==> src/rtl/tmr_pkg.sv <==
package tmr_pkg;
    typedef enum logic {
        PIN_LO = 1'b0,
        PIN_HI = 1'b1
    } pin_state_e;

    typedef enum logic [1:0] {
        SEL_OFF  = 2'b00,
        SEL_A    = 2'b01,
        SEL_B    = 2'b10,
        SEL_BOTH = 2'b11
    } edge_sel_e;
endpackage

==> src/rtl/tmr_counter.sv <==
module tmr_counter #(
    parameter int CNT_W = 16
) (
    input  logic             clk,
    input  logic             rst_n,
    input  logic [CNT_W-1:0] init_i,
    input  logic [CNT_W-1:0] mod_i,
    output logic [CNT_W-1:0] cnt_o,
    output logic [CNT_W-1:0] cnt_nxt_o,
    output logic             wrap_o
);
    localparam logic [CNT_W-1:0] ONE = {{(CNT_W-1){1'b0}}, 1'b1};

    logic [CNT_W-1:0] cnt_q;

    always_comb begin
        wrap_o    = (cnt_q >= mod_i);
        cnt_nxt_o = wrap_o ? init_i : (cnt_q + ONE);
        cnt_o     = cnt_q;
    end

    always_ff @(posedge clk) begin
        if (!rst_n) cnt_q <= init_i;
        else        cnt_q <= cnt_nxt_o;
    end

    assert_wrap_to_init_R1: assert property (@(posedge clk) disable iff (!rst_n)
        (cnt_q >= mod_i) |=> (cnt_q == $past(init_i)));

    assert_count_step_R1: assert property (@(posedge clk) disable iff (!rst_n)
        (cnt_q < mod_i) |=> (cnt_q == $past(cnt_q) + ONE));
endmodule

==> src/rtl/tmr_flag.sv <==
module tmr_flag (
    input  logic clk,
    input  logic rst_n,
    input  logic set_i,
    input  logic clr_i,
    output logic flag_o
);
    logic flag_q;

    always_ff @(posedge clk) begin
        if (!rst_n)     flag_q <= 1'b0;
        else if (set_i) flag_q <= 1'b1;
        else if (clr_i) flag_q <= 1'b0;
    end

    assign flag_o = flag_q;

    assert_flag_set_wins_R2_R3: assert property (@(posedge clk) disable iff (!rst_n)
        set_i |=> flag_o);

    assert_flag_clears_R2_R3: assert property (@(posedge clk) disable iff (!rst_n)
        (clr_i && !set_i) |=> !flag_o);
endmodule

==> src/rtl/tmr_chan_out.sv <==
module tmr_chan_out
    import tmr_pkg::*;
#(
    parameter int CNT_W = 16
) (
    input  logic             clk,
    input  logic             rst_n,
    input  logic             pwm_mode_i,
    input  logic [1:0]       els_i,
    input  logic [CNT_W-1:0] cnt_nxt_i,
    input  logic [CNT_W-1:0] cmp_i,
    input  logic             match_i,
    output logic             pin_o,
    output logic             pin_oe_o
);
    pin_state_e state_q, state_d;
    edge_sel_e  sel;
    logic       in_pulse, pwm_lvl, go_hi, go_lo;

    assign sel      = edge_sel_e'(els_i);
    // The next counter value lies in [init, cmp-1]: the pulse is active next cycle.
    assign in_pulse = (cnt_nxt_i < cmp_i);
    assign pwm_lvl  = els_i[1] ? in_pulse : !in_pulse;

    always_comb begin
        go_hi = 1'b0;
        go_lo = 1'b0;
        if (sel != SEL_OFF) begin
            if (pwm_mode_i) begin
                go_hi = pwm_lvl;        // LEAD
                go_lo = !pwm_lvl;       // TRAIL
            end else if (match_i) begin
                unique case (sel)
                    SEL_A:    begin go_hi = 1'b1; go_lo = 1'b1; end  // TOGGLE
                    SEL_B:    go_lo = 1'b1;                          // CLEAR
                    SEL_BOTH: go_hi = 1'b1;                          // SET
                    default:  ;                                      // HOLD
                endcase
            end
        end
    end

    always_comb begin
        state_d = state_q;
        unique case (state_q)
            PIN_LO: if (go_hi) state_d = PIN_HI;
            PIN_HI: if (go_lo) state_d = PIN_LO;
            default: state_d = PIN_LO;
        endcase
    end

    always_ff @(posedge clk) begin
        if (!rst_n) state_q <= PIN_LO;
        else        state_q <= state_d;
    end

    always_comb begin
        pin_o    = (state_q == PIN_HI);
        pin_oe_o = (sel != SEL_OFF);
    end

    assert_off_holds_pin_R10: assert property (@(posedge clk) disable iff (!rst_n)
        (els_i == 2'b00) |=> (pin_o == $past(pin_o)));

    assert_pwm_trail_low_R5: assert property (@(posedge clk) disable iff (!rst_n)
        (pwm_mode_i && els_i == 2'b10 && !in_pulse) |=> !pin_o);

    assert_oc_set_high_R9: assert property (@(posedge clk) disable iff (!rst_n)
        (!pwm_mode_i && els_i == 2'b11 && match_i) |=> pin_o);
endmodule

==> src/rtl/tmr_channel.sv <==
module tmr_channel #(
    parameter int CNT_W = 16
) (
    input  logic             clk,
    input  logic             rst_n,
    input  logic [CNT_W-1:0] init_val,
    input  logic [CNT_W-1:0] mod_val,
    input  logic [CNT_W-1:0] cmp_val,
    input  logic             pwm_mode,
    input  logic [1:0]       edge_sel,
    input  logic             irq_en,
    input  logic             ovf_clr,
    input  logic             chf_clr,
    output logic [CNT_W-1:0] count,
    output logic             ovf_flag,
    output logic             ch_flag,
    output logic             irq,
    output logic             ch_pin,
    output logic             ch_pin_oe
);
    logic [CNT_W-1:0] cnt_nxt;
    logic             wrap, match;

    tmr_counter #(.CNT_W(CNT_W)) u_cnt (
        .clk(clk), .rst_n(rst_n), .init_i(init_val), .mod_i(mod_val),
        .cnt_o(count), .cnt_nxt_o(cnt_nxt), .wrap_o(wrap)
    );

    assign match = (count == cmp_val);

    tmr_flag u_ovf (
        .clk(clk), .rst_n(rst_n), .set_i(wrap), .clr_i(ovf_clr), .flag_o(ovf_flag)
    );

    tmr_flag u_chf (
        .clk(clk), .rst_n(rst_n), .set_i(match), .clr_i(chf_clr), .flag_o(ch_flag)
    );

    assign irq = ch_flag & irq_en;

    tmr_chan_out #(.CNT_W(CNT_W)) u_out (
        .clk(clk), .rst_n(rst_n), .pwm_mode_i(pwm_mode), .els_i(edge_sel),
        .cnt_nxt_i(cnt_nxt), .cmp_i(cmp_val), .match_i(match),
        .pin_o(ch_pin), .pin_oe_o(ch_pin_oe)
    );

    assert_ovf_after_wrap_R2: assert property (@(posedge clk) disable iff (!rst_n)
        (count >= mod_val) |=> ovf_flag);

    assert_chf_after_match_R3: assert property (@(posedge clk) disable iff (!rst_n)
        (count == cmp_val) |=> ch_flag);
endmodule

==> config.mk <==
export PLATFORM = sky130hd
export DESIGN_NAME = tmr_channel
export DESIGN_NICKNAME = d
export VERILOG_FILES = /design/src/rtl/tmr_pkg.sv /design/src/rtl/tmr_counter.sv /design/src/rtl/tmr_flag.sv /design/src/rtl/tmr_chan_out.sv /design/src/rtl/tmr_channel.sv
export SDC_FILE = /design/constraint.sdc
export NUM_CORES = 1
export LEC_CHECK = 0
export ABC_AREA = 0
export BUFFER_PORTS_ARGS = -buffer_cell sky130_fd_sc_hd__clkbuf_2
export CORE_ASPECT_RATIO = 0.8
export CORE_UTILIZATION = 47
export CTS_BUF_LIST = sky130_fd_sc_hd__clkbuf_16
export DETAILED_ROUTE_END_ITERATION = 8
export PLACE_DENSITY = 0.73
export SLEW_MARGIN = 20
export SYNTH_ARGS = -nofsm -noshare
export SYNTH_HDL_FRONTEND = slang
export SYNTH_SLANG_ARGS = --single-unit
==> constraint.sdc <==
create_clock -name clk -period 5 [get_ports clk]
set_input_delay 0.5 -clock clk [delete_from_list [all_inputs] [get_ports clk]]
set_output_delay 0.5 -clock clk [all_outputs]
set_load 0.01 [all_outputs]
# Word level (Yosys, flattened, before mapping)
# Index checks and enable logic that the tools add are counted.
[totals] wordCells=38 register_bits=19
[op_classes] n_addsub=1 n_bitwise=2 eq_ne=4 magnitude_cmp=2 n_mux=18 reduce_logical=7
[op_table] cell="16-bit two-way mux" count=2
[op_table] cell="16-bit by 1-bit adder with 16-bit output (second input constant)" count=1
[op_table] cell="16-bit == test" count=1
[op_table] cell="16-bit greater-or-equal comparator" count=1
[op_table] cell="16-bit less-than comparator" count=1
[op_table] cell="1-bit two-way mux" count=15
[op_table] cell="2-bit nonzero test" count=3
[op_table] cell="2-bit == test (second input constant)" count=2
[op_table] cell="2-bit OR reduction" count=2
[op_table] cell="2-bit by 1-bit == test with 1-bit output (second input constant)" count=1
[op_table] cell="1-bit zero test" count=2
[op_table] cell="1-bit one-hot mux with 2 select lines" count=1
[op_table] cell="1-bit bitwise AND" count=1
[op_table] cell="1-bit NOT" count=1

# Longest topological paths before layout
# Gate-level depths: netlist (run 1).
[logic_depth] word_depth=10 ltp_mapped=17 ltp_nobuf=16

# Cells and area by module
# A second synthesis (run 1) with hierarchy kept.
[hier_totals] cells_unflattened=250 hier_area_um2=2272.2
[by_module_without_submodules] module="tmr_counter" cells_per_inst=147 n_inst=1 area_per_inst_um2=1438.9
[by_module_without_submodules] module="tmr_chan_out" cells_per_inst=75 n_inst=1 area_per_inst_um2=566.8
[by_module_without_submodules] module="tmr_channel" cells_per_inst=22 n_inst=1 area_per_inst_um2=183.9
[by_module_without_submodules] module="tmr_flag" cells_per_inst=3 n_inst=2 area_per_inst_um2=41.3

# Worst setup path after synthesis (run 1)
# OpenSTA, ideal clock, no wires.
[synth_timing] path_type="input -> register" start="input port mod_val[6]" end="register u_out.state_q, in the netlist u_out.pin_o" setup_ps=86 path_stages=17 setup_slack_ps=1406 arrival_ps=3509 cell_sequence="inv_1 -> ha_1 -> a21oi_2 -> nand2_1 -> a211o_1 -> o211ai_1 -> nand2_2 -> buf_6 -> mux2_4 -> ha_1 -> nand3_1 -> o221a_2 -> o21ai_0 -> nand2b_1 -> o21ai_0 -> a211o_1 -> a211oi_1"
[synth_via] elab_chain_len=10 word_cells_on_any_way=13
[synth_lines] element="start: declaration" line="tmr_channel.sv:7" source="input logic [CNT_W-1:0] mod_val,"
[synth_lines] element="16-bit greater-or-equal comparator (*)" line="tmr_counter.sv:17" source="wrap_o = (cnt_q >= mod_i);"
[synth_lines] element="16-bit two-way mux (*)" line="tmr_counter.sv:18" source="cnt_nxt_o = wrap_o ? init_i : (cnt_q + ONE);"
[synth_lines] element="16-bit less-than comparator (*)" line="tmr_chan_out.sv:22" source="assign in_pulse = (cnt_nxt_i < cmp_i);"
[synth_lines] element="1-bit zero test" line="tmr_chan_out.sv:23" source="assign pwm_lvl = els_i[1] ? in_pulse : !in_pulse;"
[synth_lines] element="1-bit two-way mux (*)" line="tmr_chan_out.sv:23"
[synth_lines] element="1-bit zero test" line="tmr_chan_out.sv:31" source="go_lo = !pwm_lvl;"
[synth_lines] element="1-bit two-way mux" line="tmr_chan_out.sv:29" source="if (pwm_mode_i) begin"
[synth_lines] element="1-bit two-way mux" line="tmr_chan_out.sv:28" source="if (sel != SEL_OFF) begin"
[synth_lines] element="1-bit two-way mux" line="tmr_chan_out.sv:47" source="PIN_HI: if (go_lo) state_d = PIN_LO;"
[synth_lines] element="1-bit one-hot mux with 2 select lines (*)" line="tmr_chan_out.sv:45" source="unique case (state_q)"
[synth_lines] element="end signal: assignment" line="tmr_chan_out.sv:54" source="else state_q <= state_d;"
[synth_lines] element="end: declaration" line="tmr_chan_out.sv:16" source="pin_state_e state_q, state_d;"
# Every way passes the cells marked *; elsewhere a longest branch is shown, timed or not.
# A chain may end at the register's enable or synchronous reset.

# Worst setup path in the final report (run 1)
[layout_timing] start="register u_cnt.cnt_q[0], in the netlist u_cnt.cnt_o[0]" end="register u_out.state_q, in the netlist u_out.pin_o"
[layout_via] elab_chain_len=10 word_cells_on_any_way=17
[layout_lines] element="start: declaration" line="tmr_counter.sv:14" source="logic [CNT_W-1:0] cnt_q;"
[layout_lines] element="start signal: assignment" line="tmr_counter.sv:23" source="if (!rst_n) cnt_q <= init_i;"
[layout_lines] element="start signal: assignment" line="tmr_counter.sv:24" source="else cnt_q <= cnt_nxt_o;"
[layout_lines] element="16-bit by 1-bit adder with 16-bit output / 16-bit greater-or-equal comparator (equally long branches)" line="tmr_counter.sv:18, tmr_counter.sv:17"
[layout_lines] element="16-bit two-way mux" line="tmr_counter.sv:18"
[layout_lines] element="16-bit less-than comparator" line="tmr_chan_out.sv:22"
[layout_lines] element="1-bit zero test" line="tmr_chan_out.sv:23"
[layout_lines] element="1-bit two-way mux" line="tmr_chan_out.sv:23"
[layout_lines] element="1-bit zero test" line="tmr_chan_out.sv:31"
[layout_lines] element="1-bit two-way mux" line="tmr_chan_out.sv:29"
[layout_lines] element="1-bit two-way mux" line="tmr_chan_out.sv:28"
[layout_lines] element="1-bit two-way mux" line="tmr_chan_out.sv:47"
[layout_lines] element="1-bit one-hot mux with 2 select lines (*)" line="tmr_chan_out.sv:45"
# Marks and branches as above.

==> results.ini, run 1 <==
[run_status]
status = finished, final reports clean

[floorplanning]
coreArea_um2 = 4600
initial_core_util = 0.490
io_pins = 77
fp-row-count = 22
dieArea_um2 = 5070
die_h_um = 63.9
die_width_um = 79.4

[routing]
viasPerCell = 5.09
wire_per_inst_um = 13.2
drt.antenna.violating_nets = 0
drt-pass1-iter-count = 6
wirelength_mm = 5.15
dr_total_vias = 1980
drt-initial-drc-count = 95
drc = 0

[layout]
regArea_um2 = 380
antennaDiodeCount = 0
final_cells = 389
multi_input_area_um2 = 1690
fillers = 427
final_nets = 421
fin_util = 0.599
syn2layout_area_growth_pct = 22.4
drive_gt1_frac = 0.340

[min_path]
hold_start = u_ovf.flag_o
hold_class = reg -> reg
whs_path_depth = 2
min_to = u_ovf.flag_o

[global_routing]
grt_antenna_before_repair = 0
grt_pass1_wl_mm = 8.25
grt_pass1_vias = 1872
grt_remaining_overflow = 0
grt_max_degree = 22
gr-usage-all-layers = 0.208

[timing]
rsz0062_at_grt = no
period_share = 0.827
hold_viol_final = 0
maxSlewViolCount = 0
finClkSkew_ps = 0.868
post-route-worst-setup-slack_ps = 866
worstMarginPinSlew_ps = 625
maxSlewHeadroom = 0.582
max_freq_mhz = 242
setup_viol = 0
finalSetupTns_ps = 0
fin_crit_ps = 4130

[critical_path]
crit_start = u_cnt.cnt_o[0]
critPathSlowestCell = dfxtp_1
path_class = reg -> reg
reg2reg_depth = 16
start_kind = flop
path_max_fanout = 21
path_cells = inv_1 > ha_1 > nand2b_1 > a211oi_1 > nor3_1 > o211ai_1 > nand2_2 > mux2_4 > ha_1 > nand3_1 > o221a_2 > o21ai_0 > nand2b_1 > o21ai_0 > a211o_1 > a211oi_1
r2r_start = u_cnt.cnt_o[0]
arrival_ps = 4300
r2r_setup_slack_ps = 870
critical_path_required_ps = 5170
reg2reg_to = u_out.pin_o
cpLargestDelayFamily = compound AO/OA/AOI/OAI gates
critPathCaptureType = flop
max_stage_delay_ps = 510
cp_num_buf_inv = 1

[placement]
dpl.cell_count = 385
dp_hpwl_mm = 4.28
port_buffers = 76
gp_congestion = 0.810
post-place-ws_ps = 808

[synth]
synth_top_area_frac = 0.195
synthTopCellsByArea = ha_1 (19%), mux2_4 (19%), dfxtp_1 (17%), xor2_1 (8.9%), inv_1 (6.7%)
synth_cell_types = 35
netlist_area_um2 = 2250
synth.avg_cell_area_um2 = 8.90
yosys_register_bits = 19
synth_cells = 253
yosysTopAreaCell = ha_1
synth_warnings = 0
ys_seq_area_frac = 0.169
synth_nets = 344

[clock_network]
cts_root_buf = clkbuf_16
postCtsHoldBufs = 0
clock_latency_ps = 250
clock_path_buffers = 2
h-tree-depth = 1
path_clk_slew_ps = 60
cts_setup_buffers = 0
cts_resized = 0
cts_tree = built
cts_buffers = 3
clock_sinks = 19

[pwr]
ir_drop_mv = 0.162
p_per_area_nw_per_um2 = 317
p_leak_nw = 1.57

[job]
max-cap-violations = 0

[per-layer routing]
| layer | up-vias | track usage | part of all wire |
|---|---|---|---|
| met5 | - | 0 | 0 |
| met3 | 2 | 0.0343 | 0.054 |
| met1 | 893 | 0.280 | 0.49 |
| met2 | 59 | 0.350 | 0.45 |
| li1 | 1026 | - | - |
| met4 | 0 | 0.0409 | 0.0056 |
[logic make-up after synthesis]
kind of cell	after synthesis	share of synthesized area
buf+inv	44	0.0800
mux	31	0.201
compound gates	34	0.0990
fa+ha+maj	35	0.195
xor+xnor	30	0.117
simple gates	60	0.140
flops	19	0.169
[power breakdown]
group          total [mW]  internal (mW)  switching (mW)  leakage, nW
Sequential          0.243          0.183          0.0599        0.160
Combinational       0.465          0.251           0.214         1.37
Clock               0.166          0.106          0.0593       0.0423
Total               0.874          0.541           0.334         1.57
[synthesized netlist by cell type]
library cell,n
a21oi_2,1
nor2b_1,1
o211a_1,1
nor4b_1,1
nand3_1,9
and2_1,1
mux2_2,2
mux2_4,28
a21oi_1,10
o211ai_1,1
a211oi_1,3
a21o_1,4
xnor2_1,7
nand2_1,13
mux2i_1,1
o21ai_0,8
dfxtp_1,19
inv_1,40
nand2_2,1
nand4_1,4
nor3_1,4
nor4_1,5
and4_1,2
ha_1,35
and3_1,7
clkbuf_1,1
o221a_2,1
a221oi_1,1
nand2b_1,4
o31ai_1,1
nor2_1,8
xor2_1,23
a211o_1,3
buf_6,2
buf_1,1
[per-stage QoR]
stage               hold slack, ps  power [mW]  cell area (um2)
global placement               473       0.698             2680
detailed placement             482       0.710             2680
floorplan                      501       0.585             2250
CTS                            492       0.881             2760
finish                         490       0.874             2760
global route                   491       0.943             2760
[sequential cells by signal, indices dropped and copies added (netlist names)]
name	flops
u_out.pin_o	1
u_ovf.flag_o	1
u_cnt.cnt_o	16
u_chf.flag_o	1
[layout make-up]
cell class	count	share of cell area
Multi-Input combinational cell	190	0.614
Tap cell	60	0.0272
Inverter	40	0.0545
Clock inverter	1	0.00136
Timing Repair Buffer	76	0.138
Clock buffer	3	0.0272
Sequential cell	19	0.138
[worst register-to-register path: stages (launching register included)]
cell      delay, ps
dfxtp_1         510
inv_1            80
ha_1            270
nand2b_1        140
a211oi_1        240
nor3_1           90
o211ai_1        210
nand2_2         390
mux2_4          450
ha_1            300
nand3_1         100
o221a_2         250
o21ai_0         300
nand2b_1        150
o21ai_0          70
a211o_1         300
a211oi_1        200
[worst max path at each step]
stage                   to  slack, ps  cells past startpoint
3_5_place_dp   u_out.pin_o        810                     17
5_1_grt        u_out.pin_o        600                     16
2_1_floorplan  u_out.pin_o       1410                     17
4_1_cts        u_out.pin_o        850                     16
6_report       u_out.pin_o        870                     16
3_3_place_gp   u_out.pin_o        840                     17
[placed cells by master, fill, tap and decap left out, types with 2 or more instances in the layout]
cell type and count:
nand3_1 9, a211oi_1 3, clkbuf_2 76, nand4_1 4, nor2_1 8, xnor2_1 7
nor4_1 5, xor2_1 23, nand2_1 13, and4_1 2, mux2_2 2, a21o_1 4
nand2b_1 4, a211o_1 3, inv_1 41, and3_1 7, o21ai_0 8, dfxtp_1 19
ha_1 35, clkbuf_16 3, nor3_1 4, a21oi_1 10, mux2_4 28
Note: power is estimated with default switching activity, not from simulation.
==> run 2: changes to the inputs <==
ABC_AREA = 1   (was 0)
clock period = 4.2 ns   (was 5 ns; I/O delays follow)
==> results.ini, run 2 <==
[synth]
synth_cell_types = 29  ; -17%
synth_nets = 432  ; +26%
yosysMostFrequentCell = nand2_1
synthTopCellsByArea = ha_1 (20%), dfxtp_1 (18%), nand2_1 (16%), inv_1 (11%), o21ai_1 (4.6%)
yosys_register_bits = 19  ; unchanged
synth_edf_count = 0  ; unchanged
netlist_area_um2 = 2160  ; -3.8%
yosysTopAreaCell = ha_1
synth_top_area_frac = 0.202  ; +0.00776
synth_cells = 341  ; +35%
synth-main-ff-cell = dfxtp_1
ys_seq_area_frac = 0.176  ; +0.00674
yosys-top-cells-count = nand2_1 (94), inv_1 (61), ha_1 (35)
async_reset_ff_frac = 0  ; unchanged
synth_warnings = 0  ; unchanged
synth.avg_cell_area_um2 = 6.35  ; -29%

[run_status]
status = finished, final reports clean

[layout]
final_common_cell = nand2_1
drive_gt1_frac = 0.233  ; -0.107
antennaDiodeCount = 0  ; unchanged
fin_util = 0.622  ; +0.0223
final_nets = 508  ; +21%
largest_reg_flops = 16  ; unchanged
fillers = 430  ; +0.70%
syn2layout_area_growth_pct = 23.8
final_cell_mix = nand2_1 (94), clkbuf_2 (76), inv_1 (61), ha_1 (35)

[timing]
setup_viol = 0  ; unchanged
fin_crit_ps = 3230  ; -907 ps
finalSetupTns_ps = 0  ; unchanged
rsz0062_at_grt = no
finClkSkew_ps = 4.24  ; +3.37 ps
period_share = 0.768  ; -0.0586
maxSlewHeadroom = 0.670  ; +0.0880
max_freq_mhz = 310  ; +28%
hold_viol_final = 0  ; unchanged
maxSlewViolCount = 0  ; unchanged
worstMarginPinSlew_ps = 491  ; -134 ps

[clock_network]
clock_path_buffers = 2  ; unchanged
clock_sinks = 19  ; unchanged
path_clk_slew_ps = 60  ; about the same
cts_buffers = 3  ; unchanged
cts_tree = built
cts_setup_buffers = 0  ; unchanged
postCtsHoldBufs = 0  ; unchanged
h-tree-depth = 1  ; unchanged
clock_latency_ps = 260  ; about the same
cts_root_buf = clkbuf_16
cts_resized = 0  ; unchanged

[routing]
drt-initial-drc-count = 115  ; +21%
drt.antenna.violating_nets = 0  ; unchanged
viasPerCell = 4.87  ; -4.3%
wirelength_mm = 5.36  ; +4.1%
drc = 0  ; unchanged
dr_total_vias = 2304  ; +16%
drt-pass1-iter-count = 5  ; -1
wire_per_inst_um = 11.3  ; -14%

[global_routing]
grt_pass1_vias = 2119  ; +13%
grt_remaining_overflow = 0  ; unchanged
grt_pass1_wl_mm = 9.10  ; +10%
grt_antenna_before_repair = 0  ; unchanged
gr-usage-all-layers = 0.236  ; +0.0273
grt_max_degree = 24  ; +9.1%

[floorplanning]
initial_core_util = 0.502  ; +0.0127
io_pins = 77  ; unchanged
die_width_um = 77.9  ; -1.9%
fp-row-count = 21  ; -4.5%
die_h_um = 62.7  ; -1.9%
coreArea_um2 = 4310  ; -6.3%
dieArea_um2 = 4880  ; -3.7%

[min_path]
hold_class = in -> reg
hold_start = init_val[15]
min_to = u_cnt.cnt_o[15]
whs_path_depth = 3  ; +1

[pwr]
ir_drop_mv = 0.232  ; +44%
p_clk_frac = 0.221  ; +0.031
p_per_area_nw_per_um2 = 349  ; +10%
netSwitchingPower_uw = 399  ; +20%
comb_power_share = 0.497  ; -0.035
p_leak_nw = 1.56  ; -1.1%
p_seq_frac = 0.282  ; +0.004
p_int_uw = 537  ; -0.69%
switching_share = 0.426  ; +0.0448

[placement]
port_buffers = 76  ; unchanged
dp_hpwl_mm = 4.50  ; +5.1%
gp_congestion = 0.814  ; +0.51%

[critical_path]
r2r_start = u_cnt.cnt_o[3]
reg2reg_to = u_out.pin_o
r2r_setup_slack_ps = 970  ; +110 ps
start_kind = flop
reg2reg_depth = 23  ; +7
path_max_fanout = 20  ; -4.8%
critPathCaptureType = flop
critical_path_required_ps = 4390  ; -780 ps
arrival_ps = 3410  ; -890 ps
path_class = reg -> reg

[job]
max-cap-violations = 0  ; unchanged

run 2: cell count changes after synthesis, sizes merged, moves of 4 or more:
cell    previous run  this run
nand2b             4         0
nand3              9        18
and3               7         0
a21oi             11        16
a21o               4         0
xor2              23        11
o21ai              8        24
nand2             14        95
mux2              30         0
inv               40        66
nor2               8        24
run 2: cells by family (layout without fill, tap and decap cells):
group / Yosys count / in the layout / synth area share
adders and majority gates: 35 / 35 / 0.202
AOI/OAI and AO/OA: 48 / 48 / 0.122
DFF: 19 / 19 / 0.176
buffers and inverters: 72 / 147 / 0.126
xor gates and xnor gates: 20 / 20 / 0.0809
and+or+nand+nor: 147 / 147 / 0.293
run 2: critical path: stages, from the launching register on:
cell and delay [ps]:
dfxtp_1 480, ha_1 300, nand2_1 90, nor2_1 50, nor2_1 80, nand2_1 60, nand2_1 50, nand2_1 60
nand2_1 70, nand2_1 80, buf_4 220, o31ai_1 310, ha_1 310, nand2_1 90, nor2_1 60, a211oi_1 210
nand2_1 100, nand2_1 80, nand2_1 50, nand2_1 50, nand3_1 80, nand2_1 80, nand2_1 50, a21oi_1 120
run 2: cell type report:
type	instances	area, um2	area share
clock inverters	1	5.00	0.00187
repair buffers	77	388	0.145
well taps	57	71.3	0.0266
flip-flops and latches	19	380	0.142
clock buffers	3	75.1	0.0280
multi-input cells	250	1510	0.564
inverters	66	248	0.0925
run 2: layer usage:
layer	track usage	vias up	routed length, um
met2	0.372	78	2300
met4	0.0519	0	25
met5	0	-	0
met1	0.325	992	2680
li1	-	1232	-
met3	0.0540	2	346
run 2: through the flow:
stage | power, mW | worst slack (ps) | cells | cell area, um2 | hold WS (ps)
4_1_cts | 0.942 | 981 | 473 | 2680 | 366
6_report | 0.936 | 974 | 473 | 2680 | 370
3_5_place_dp | 0.732 | 946 | 469 | 2600 | 481
5_1_grt | 1.03 | 651 | 473 | 2680 | 381
2_1_floorplan | 0.587 | 1170 | 341 | 2160 | 499
3_3_place_gp | 0.726 | 1030 | 469 | 2600 | 473
run 2: power groups by stage:
stage | clock [mW] | combinational, mW | sequential (mW)
finish | 0.207 | 0.465 | 0.264
CTS | 0.211 | 0.467 | 0.265
global placement | 0 | 0.457 | 0.269
detailed placement | 0 | 0.464 | 0.268
floorplan | 0 | 0.318 | 0.269
global route | 0.217 | 0.542 | 0.270
run 2: worst max path at each step:
stage                    startpoint          end
global route        u_cnt.cnt_o[11]  u_out.pin_o
detailed placement       mod_val[3]  u_out.pin_o
finish               u_cnt.cnt_o[3]  u_out.pin_o
global placement        mod_val[11]  u_out.pin_o
floorplan            u_cnt.cnt_o[0]  u_out.pin_o
CTS                  u_cnt.cnt_o[3]  u_out.pin_o
